$ cat src/rtl/can_irq_pkg.sv
// Package: shared constants for the CAN interrupt and error-state controller.
// Assumes a 32-bit register port and a fixed 29-bit event word layout.
package can_irq_pkg;
    localparam int DATA_W   = 32;
    localparam int ADDR_W   = 3;
    localparam int STAT_W   = 29;
    localparam int MB_N     = 16;
    localparam int LVL_N    = 4;
    localparam int FERR_N   = 5;
    localparam int LVL_LSB  = 16;
    localparam int FERR_LSB = 24;
    localparam int TEC_LSB  = 16;

    localparam logic [ADDR_W-1:0] ADR_MASK_SET = 3'd0;
    localparam logic [ADDR_W-1:0] ADR_MASK_CLR = 3'd1;
    localparam logic [ADDR_W-1:0] ADR_MASK     = 3'd2;
    localparam logic [ADDR_W-1:0] ADR_STATUS   = 3'd3;
    localparam logic [ADDR_W-1:0] ADR_ERRCNT   = 3'd4;

    typedef enum logic [1:0] {
        NODE_ACTIVE  = 2'd0,
        NODE_WARN    = 2'd1,
        NODE_PASSIVE = 2'd2,
        NODE_BUSOFF  = 2'd3
    } node_state_e;
endpackage

$ cat src/rtl/can_err_state.sv
// Module: registers the error counts and derives the error-state levels.
// Level order in lvl_o: [0] active, [1] warning, [2] passive, [3] bus-off.
// Assumes the transmit count carries one extra bit, which flags the bus-off limit.
module can_err_state
    import can_irq_pkg::*;
#(
    parameter int CNT_W    = 8,
    parameter int WARN_LVL = 96,
    parameter int PASS_LVL = 128
) (
    input  logic             clk,
    input  logic             rst_n,
    input  logic [CNT_W-1:0] rec_i,
    input  logic [CNT_W:0]   tec_i,
    input  logic             recover_i,
    output logic [CNT_W-1:0] rec_o,
    output logic [CNT_W:0]   tec_o,
    output logic [LVL_N-1:0] lvl_o,
    output node_state_e      state_o
);
    localparam logic [CNT_W:0] WARN_V = (CNT_W+1)'(WARN_LVL);
    localparam logic [CNT_W:0] PASS_V = (CNT_W+1)'(PASS_LVL);

    logic [CNT_W-1:0] rec_q;
    logic [CNT_W:0]   tec_q;
    logic             busoff_q;
    logic             warn, passive;

    // Capture the counts supplied by the protocol engine.
    always_ff @(posedge clk) begin
        if (!rst_n) begin
            rec_q <= '0;
            tec_q <= '0;
        end else begin
            rec_q <= rec_i;
            tec_q <= tec_i;
        end
    end

    // Latch bus-off at the limit; release only on recovery below the limit.
    always_ff @(posedge clk) begin
        if (!rst_n)
            busoff_q <= 1'b0;
        else
            busoff_q <= tec_i[CNT_W] | (busoff_q & ~recover_i);
    end

    // Threshold compare of the registered counts.
    always_comb begin
        warn    = ({1'b0, rec_q} >= WARN_V) || (tec_q >= WARN_V);
        passive = ({1'b0, rec_q} >= PASS_V) || (tec_q >= PASS_V);
        lvl_o   = {busoff_q, passive, warn, ~(busoff_q | passive | warn)};
    end

    // Priority encode the node state.
    always_comb begin
        if (busoff_q)     state_o = NODE_BUSOFF;
        else if (passive) state_o = NODE_PASSIVE;
        else if (warn)    state_o = NODE_WARN;
        else              state_o = NODE_ACTIVE;
    end

    assign rec_o = rec_q;
    assign tec_o = tec_q;

    assert_busoff_hold_R10: assert property (@(posedge clk) disable iff (!rst_n)
        (busoff_q && !recover_i) |=> busoff_q);
    assert_busoff_prio_R11: assert property (@(posedge clk) disable iff (!rst_n)
        lvl_o[3] |-> (state_o == NODE_BUSOFF));
endmodule

$ cat src/rtl/can_evt_status.sv
// Module: builds the 29-bit event word from levels and sticky frame-error flags.
// Assumes rd_clr_i is high for one cycle per read of the event word.
module can_evt_status
    import can_irq_pkg::*;
(
    input  logic              clk,
    input  logic              rst_n,
    input  logic [MB_N-1:0]   mb_i,
    input  logic [LVL_N-1:0]  lvl_i,
    input  logic [FERR_N-1:0] ferr_i,
    input  logic              rd_clr_i,
    output logic [STAT_W-1:0] status_o
);
    logic [FERR_N-1:0] sticky_q;

    // Set on a pulse, clear on read; a pulse in the read cycle wins.
    always_ff @(posedge clk) begin
        if (!rst_n) begin
            sticky_q <= '0;
        end else begin
            for (int i = 0; i < FERR_N; i++) begin
                if (ferr_i[i])     sticky_q[i] <= 1'b1;
                else if (rd_clr_i) sticky_q[i] <= 1'b0;
            end
        end
    end

    // Place every source at its fixed bit position.
    always_comb begin
        status_o = '0;
        status_o[MB_N-1:0]             = mb_i;
        status_o[LVL_LSB +: LVL_N]     = lvl_i;
        status_o[FERR_LSB +: FERR_N]   = sticky_q;
    end

    for (genvar g = 0; g < FERR_N; g++) begin : g_chk
        assert_sticky_hold_R3: assert property (@(posedge clk) disable iff (!rst_n)
            (sticky_q[g] && !rd_clr_i) |=> sticky_q[g]);
        assert_read_clears_R4: assert property (@(posedge clk) disable iff (!rst_n)
            (rd_clr_i && !ferr_i[g]) |=> !status_o[FERR_LSB+g]);
        assert_pulse_survives_R5: assert property (@(posedge clk) disable iff (!rst_n)
            (rd_clr_i && ferr_i[g]) |=> status_o[FERR_LSB+g]);
    end
endmodule

$ cat src/rtl/can_irq_mask.sv
// Module: interrupt mask with separate set-only and clear-only writes.
// Assumes set_i and clr_i are never high together (one address per access).
module can_irq_mask
    import can_irq_pkg::*;
(
    input  logic              clk,
    input  logic              rst_n,
    input  logic              set_i,
    input  logic              clr_i,
    input  logic [STAT_W-1:0] wdata_i,
    output logic [STAT_W-1:0] mask_o
);
    logic [STAT_W-1:0] mask_q;

    // Apply set and clear bit patterns to the mask.
    always_ff @(posedge clk) begin
        if (!rst_n)
            mask_q <= '0;
        else
            mask_q <= (mask_q | (set_i ? wdata_i : '0)) & ~(clr_i ? wdata_i : '0);
    end

    assign mask_o = mask_q;

    for (genvar g = 0; g < STAT_W; g++) begin : g_chk
        assert_set_sticks_R6: assert property (@(posedge clk) disable iff (!rst_n)
            (set_i && wdata_i[g]) |=> mask_o[g]);
        assert_clr_drops_R6: assert property (@(posedge clk) disable iff (!rst_n)
            (clr_i && wdata_i[g]) |=> !mask_o[g]);
    end
endmodule

$ cat src/rtl/can_irq_ctrl.sv
// Module: top of the CAN interrupt and error-state controller.
// Decodes the register port, registers the read data and drives the interrupt.
// Assumes at most one of reg_wr_i and reg_rd_i per cycle.
module can_irq_ctrl
    import can_irq_pkg::*;
#(
    parameter int CNT_W    = 8,
    parameter int WARN_LVL = 96,
    parameter int PASS_LVL = 128
) (
    input  logic              clk,
    input  logic              rst_n,
    input  logic [MB_N-1:0]   mb_ready_i,
    input  logic [FERR_N-1:0] frame_err_i,
    input  logic [CNT_W-1:0]  rec_i,
    input  logic [CNT_W:0]    tec_i,
    input  logic              bus_recover_i,
    input  logic [ADDR_W-1:0] reg_addr_i,
    input  logic              reg_wr_i,
    input  logic              reg_rd_i,
    input  logic [DATA_W-1:0] reg_wdata_i,
    output logic [DATA_W-1:0] reg_rdata_o,
    output logic              irq_o,
    output logic [1:0]        node_state_o
);
    logic [CNT_W-1:0]  rec_v;
    logic [CNT_W:0]    tec_v;
    logic [LVL_N-1:0]  lvl;
    node_state_e       state;
    logic [STAT_W-1:0] status, mask;
    logic [DATA_W-1:0] errcnt_word, rdata_q;
    logic              rd_clr, mask_set, mask_clr;

    // Decode the strobes that reach the submodules.
    always_comb begin
        rd_clr   = reg_rd_i && (reg_addr_i == ADR_STATUS);
        mask_set = reg_wr_i && (reg_addr_i == ADR_MASK_SET);
        mask_clr = reg_wr_i && (reg_addr_i == ADR_MASK_CLR);
    end

    can_err_state #(.CNT_W(CNT_W), .WARN_LVL(WARN_LVL), .PASS_LVL(PASS_LVL)) u_state (
        .clk(clk), .rst_n(rst_n), .rec_i(rec_i), .tec_i(tec_i),
        .recover_i(bus_recover_i), .rec_o(rec_v), .tec_o(tec_v),
        .lvl_o(lvl), .state_o(state)
    );

    can_evt_status u_status (
        .clk(clk), .rst_n(rst_n), .mb_i(mb_ready_i), .lvl_i(lvl),
        .ferr_i(frame_err_i), .rd_clr_i(rd_clr), .status_o(status)
    );

    can_irq_mask u_mask (
        .clk(clk), .rst_n(rst_n), .set_i(mask_set), .clr_i(mask_clr),
        .wdata_i(reg_wdata_i[STAT_W-1:0]), .mask_o(mask)
    );

    // Pack the two counts into the error-count word.
    always_comb begin
        errcnt_word = '0;
        errcnt_word[CNT_W-1:0]        = rec_v;
        errcnt_word[TEC_LSB +: CNT_W] = tec_v[CNT_W-1:0];
    end

    // Register the selected read word on a read strobe.
    always_ff @(posedge clk) begin
        if (!rst_n) begin
            rdata_q <= '0;
        end else if (reg_rd_i) begin
            case (reg_addr_i)
                ADR_MASK:   rdata_q <= {{(DATA_W-STAT_W){1'b0}}, mask};
                ADR_STATUS: rdata_q <= {{(DATA_W-STAT_W){1'b0}}, status};
                ADR_ERRCNT: rdata_q <= errcnt_word;
                default:    rdata_q <= '0;
            endcase
        end
    end

    assign reg_rdata_o  = rdata_q;
    assign irq_o        = |(status & mask);
    assign node_state_o = state;

    assert_irq_quiet_R7: assert property (@(posedge clk) disable iff (!rst_n)
        (mask == '0) |-> !irq_o);
    assert_active_alone_R9: assert property (@(posedge clk) disable iff (!rst_n)
        status[LVL_LSB] |-> (status[LVL_LSB+3:LVL_LSB+1] == 3'b000));
endmodule

$ cat config.mk
export PLATFORM = sky130hd
export DESIGN_NAME = can_irq_ctrl
export DESIGN_NICKNAME = d
export VERILOG_FILES = /design/src/rtl/can_irq_pkg.sv /design/src/rtl/can_err_state.sv /design/src/rtl/can_evt_status.sv /design/src/rtl/can_irq_mask.sv /design/src/rtl/can_irq_ctrl.sv
export SDC_FILE = /design/constraint.sdc
export NUM_CORES = 1
export LEC_CHECK = 0
export ABC_AREA = 1
export BUFFER_PORTS_ARGS = -buffer_cell sky130_fd_sc_hd__buf_2
export CORE_ASPECT_RATIO = 1.1
export CORE_MARGIN = 2
export CORE_UTILIZATION = 56
export CTS_CLUSTER_DIAMETER = 30
export CTS_CLUSTER_SIZE = 20
export DETAILED_ROUTE_END_ITERATION = 8
export PLACE_DENSITY = 0.85
export SYNTH_ARGS = -nofsm -noshare
export SYNTH_HDL_FRONTEND = slang
export SYNTH_HIERARCHICAL = 1
export SYNTH_SLANG_ARGS = --single-unit
export TNS_END_PERCENT = 1
$ cat constraint.sdc
create_clock -name clk -period 2.1 [get_ports clk]
set_input_delay 0.105 -clock clk [delete_from_list [all_inputs] [get_ports clk]]
set_output_delay 0.105 -clock clk [all_outputs]
set_load 0.01 [all_outputs]
==> metrics <==
Max stage delay on crit path 0.32 ns; Top-Level Pins 113; fin cells 771; largest net degree at the start of global routing 49; commonest non-fill, non-tap cells in the layout nand2_1 (175), buf_2 (106), dfxtp_1 (81); drt pass-1 iters 5; cell area power density 676 nW/um2; # clock sinks 81; Pleak 2.27 nW; Iter 0 DRT Violations 378; Achievable Freq 0.561 GHz; Seq/Total Area, Yosys 0.401; clock-pin slew on the worst setup and hold paths 0.09 ns; Fillers 576; Nets 759; skew final 0.0116 ns; GP Congestion 0.939; post-synthesis cell count 579; Slew Viols, Final 0; post-DP HPWL 7450 um; Worst Path Arrival 1.68 ns; minimum clock period after layout 1.78 ns; cell taking the most area after synthesis dfxtp_1; #FFs+latches synth 81; Post-Route WL 11,200 um; max-cap viol count 0; Setup Crit Path Kind reg -> out; TritonCTS Buffers 9; status completed; remaining antenna violation count 0; vias in the first global route 4,003; vias per cell 5.41; global-route wire length before repair 18,100 um; H-tree levels 3; die area 7920 um2; # DRC 0; n_diodes 0; share of cells above drive strength 1 0.213; Via Count 4,169; synth warn 6; Mapped Avg Cell Area 6.98 um2; VDD IR max 0.475 mV; utilization after layout 0.698; core area 7010 um2; Layout area overhead 21.0%; Slowest-stage cell, CP dfxtp_1; Critical Path Fanout Max 4; CTS tree built; Worst-Margin Slew 0.859 ns; RSZ-0062 raised after global routing false; initial antenna violation count 0; TNS Setup 0 ns; Yosys cell types 21; WL/cell 14.5 um; final hold violations 0; chip height 93.1 um; commonest non-fill, non-tap cell in the layout nand2_1; Port Buffers 106; Die X 85.0 um; cell area after synthesis 4040 um2; Starting Density 0.577; fin crit share 0.848; grt ovf 0; Max clock buf depth 2; Hold Crit Class in -> reg; Root Driver clkbuf_8; site row count 32; clock latency on the worst-skew pair 0.36 ns; Critical Path End Type output port; Critical Path Source Type flop; GRT Util Overall 0.286; largest cells by area after synthesis dfxtp_1 (40%), nand2_1 (16%), nand4_1 (8.0%); top-area cell type share of the netlist area 0.401; Final setup viols 0; Rel. slew slack 0.427; crit-path cells nor2_2 > nand2_1 > inv_2 > nand2_2 > nor2_1 > nand2_1 > nand4_1 > nor2_1 > nand4_1 > buf_2; placed cell count 717; Worst Path Required 2.00 ns
-- final cells by class --
type                    instances  area, um2  share of cell area
repair buffers                155        993               0.203
clock buffers                   9        124              0.0253
inverters                      46        174              0.0356
well taps                      85        106              0.0217
flip-flops and latches         81       1620               0.332
multi-input cells             388       1780               0.363
clock inverters                 7       95.1              0.0194
-- critical path: cells and delay by family (launching register included) --
family | cells | cell delay [ns]
and+or+nand+nor | 8 | 0.80
DFF | 1 | 0.32
buffers and inverters | 2 | 0.21
-- path summary, 6_finish.rpt --
check                                      start                end  slack (ns)  cells past startpoint
worst max-delay path            u_state/tec_o[7]              irq_o        0.32                     10
worst min-delay path             reg_wdata_i[15]  u_mask/mask_o[15]       0.009                      4
worst max register to register  u_state/tec_o[7]    reg_rdata_o[16]        0.81                      9
worst min register to register   reg_rdata_o[26]    reg_rdata_o[26]        0.47                      2
-- what timing repair did --
item	CTS	global route
hold endpoints to repair	38	0
buffers inserted	0	0
hold buffers	38	0
resized for setup	0	0
-- through the flow --
step	power (mW)	hold WS, ns	instance area, um2	setup WS (ns)
2_1_floorplan	1.93	0.198	4060	0.678
3_3_place_gp	2.01	0.287	4290	0.456
3_5_place_dp	2.02	0.288	4290	0.416
4_1_cts	3.30	0.00466	4890	0.335
5_1_grt	3.42	0.0152	4890	0.245
6_report	3.31	0.00884	4890	0.318
-- registers in the layout, indices dropped and copies added, names as in the netlist --
register	flops
u_mask/mask_o	29
reg_rdata_o	29
u_state/tec_o	9
u_state/rec_o	8
u_status/sticky_q	5
u_state/busoff_q	1
-- metal layers --
metal  GRT usage  vias to the layer above  wire length (um)  part of all wire
met5           0                        -                 0                 0
met3      0.0371                       32               653             0.058
met1       0.330                     1901              4370              0.39
li1            -                     2056                 -                 -
met4       0.148                        0               402             0.036
met2       0.514                      180              5760              0.52
-- synthesized netlist by cell type, drive strengths merged --
cell type    n
clkbuf       6
nand2      176
nor2        39
buf         63
a21oi       64
nor4         2
clkinv       1
inv         45
nand3       35
nand4       52
o21ai       13
dfxtp       81
conb         2
-- cell families (layout without fill, tap and decap cells) --
family / count (synthesis) / in the layout / share of synthesized area
AO/OA/AOI/OAI: 77 / 77 / 0.0972
other: 2 / 7 / 0.00186
buffers and inverters: 115 / 217 / 0.167
flip-flops: 81 / 81 / 0.401
AND/OR/NAND/NOR: 304 / 304 / 0.333
-- report_power, final --
part | internal (mW) | switching (mW) | total, mW
Combinational | 0.182 | 0.257 | 0.439
Clock | 0.669 | 0.584 | 1.25
Sequential | 1.58 | 0.0311 | 1.61
No activity file was read; power rests on OpenSTA's default activity.
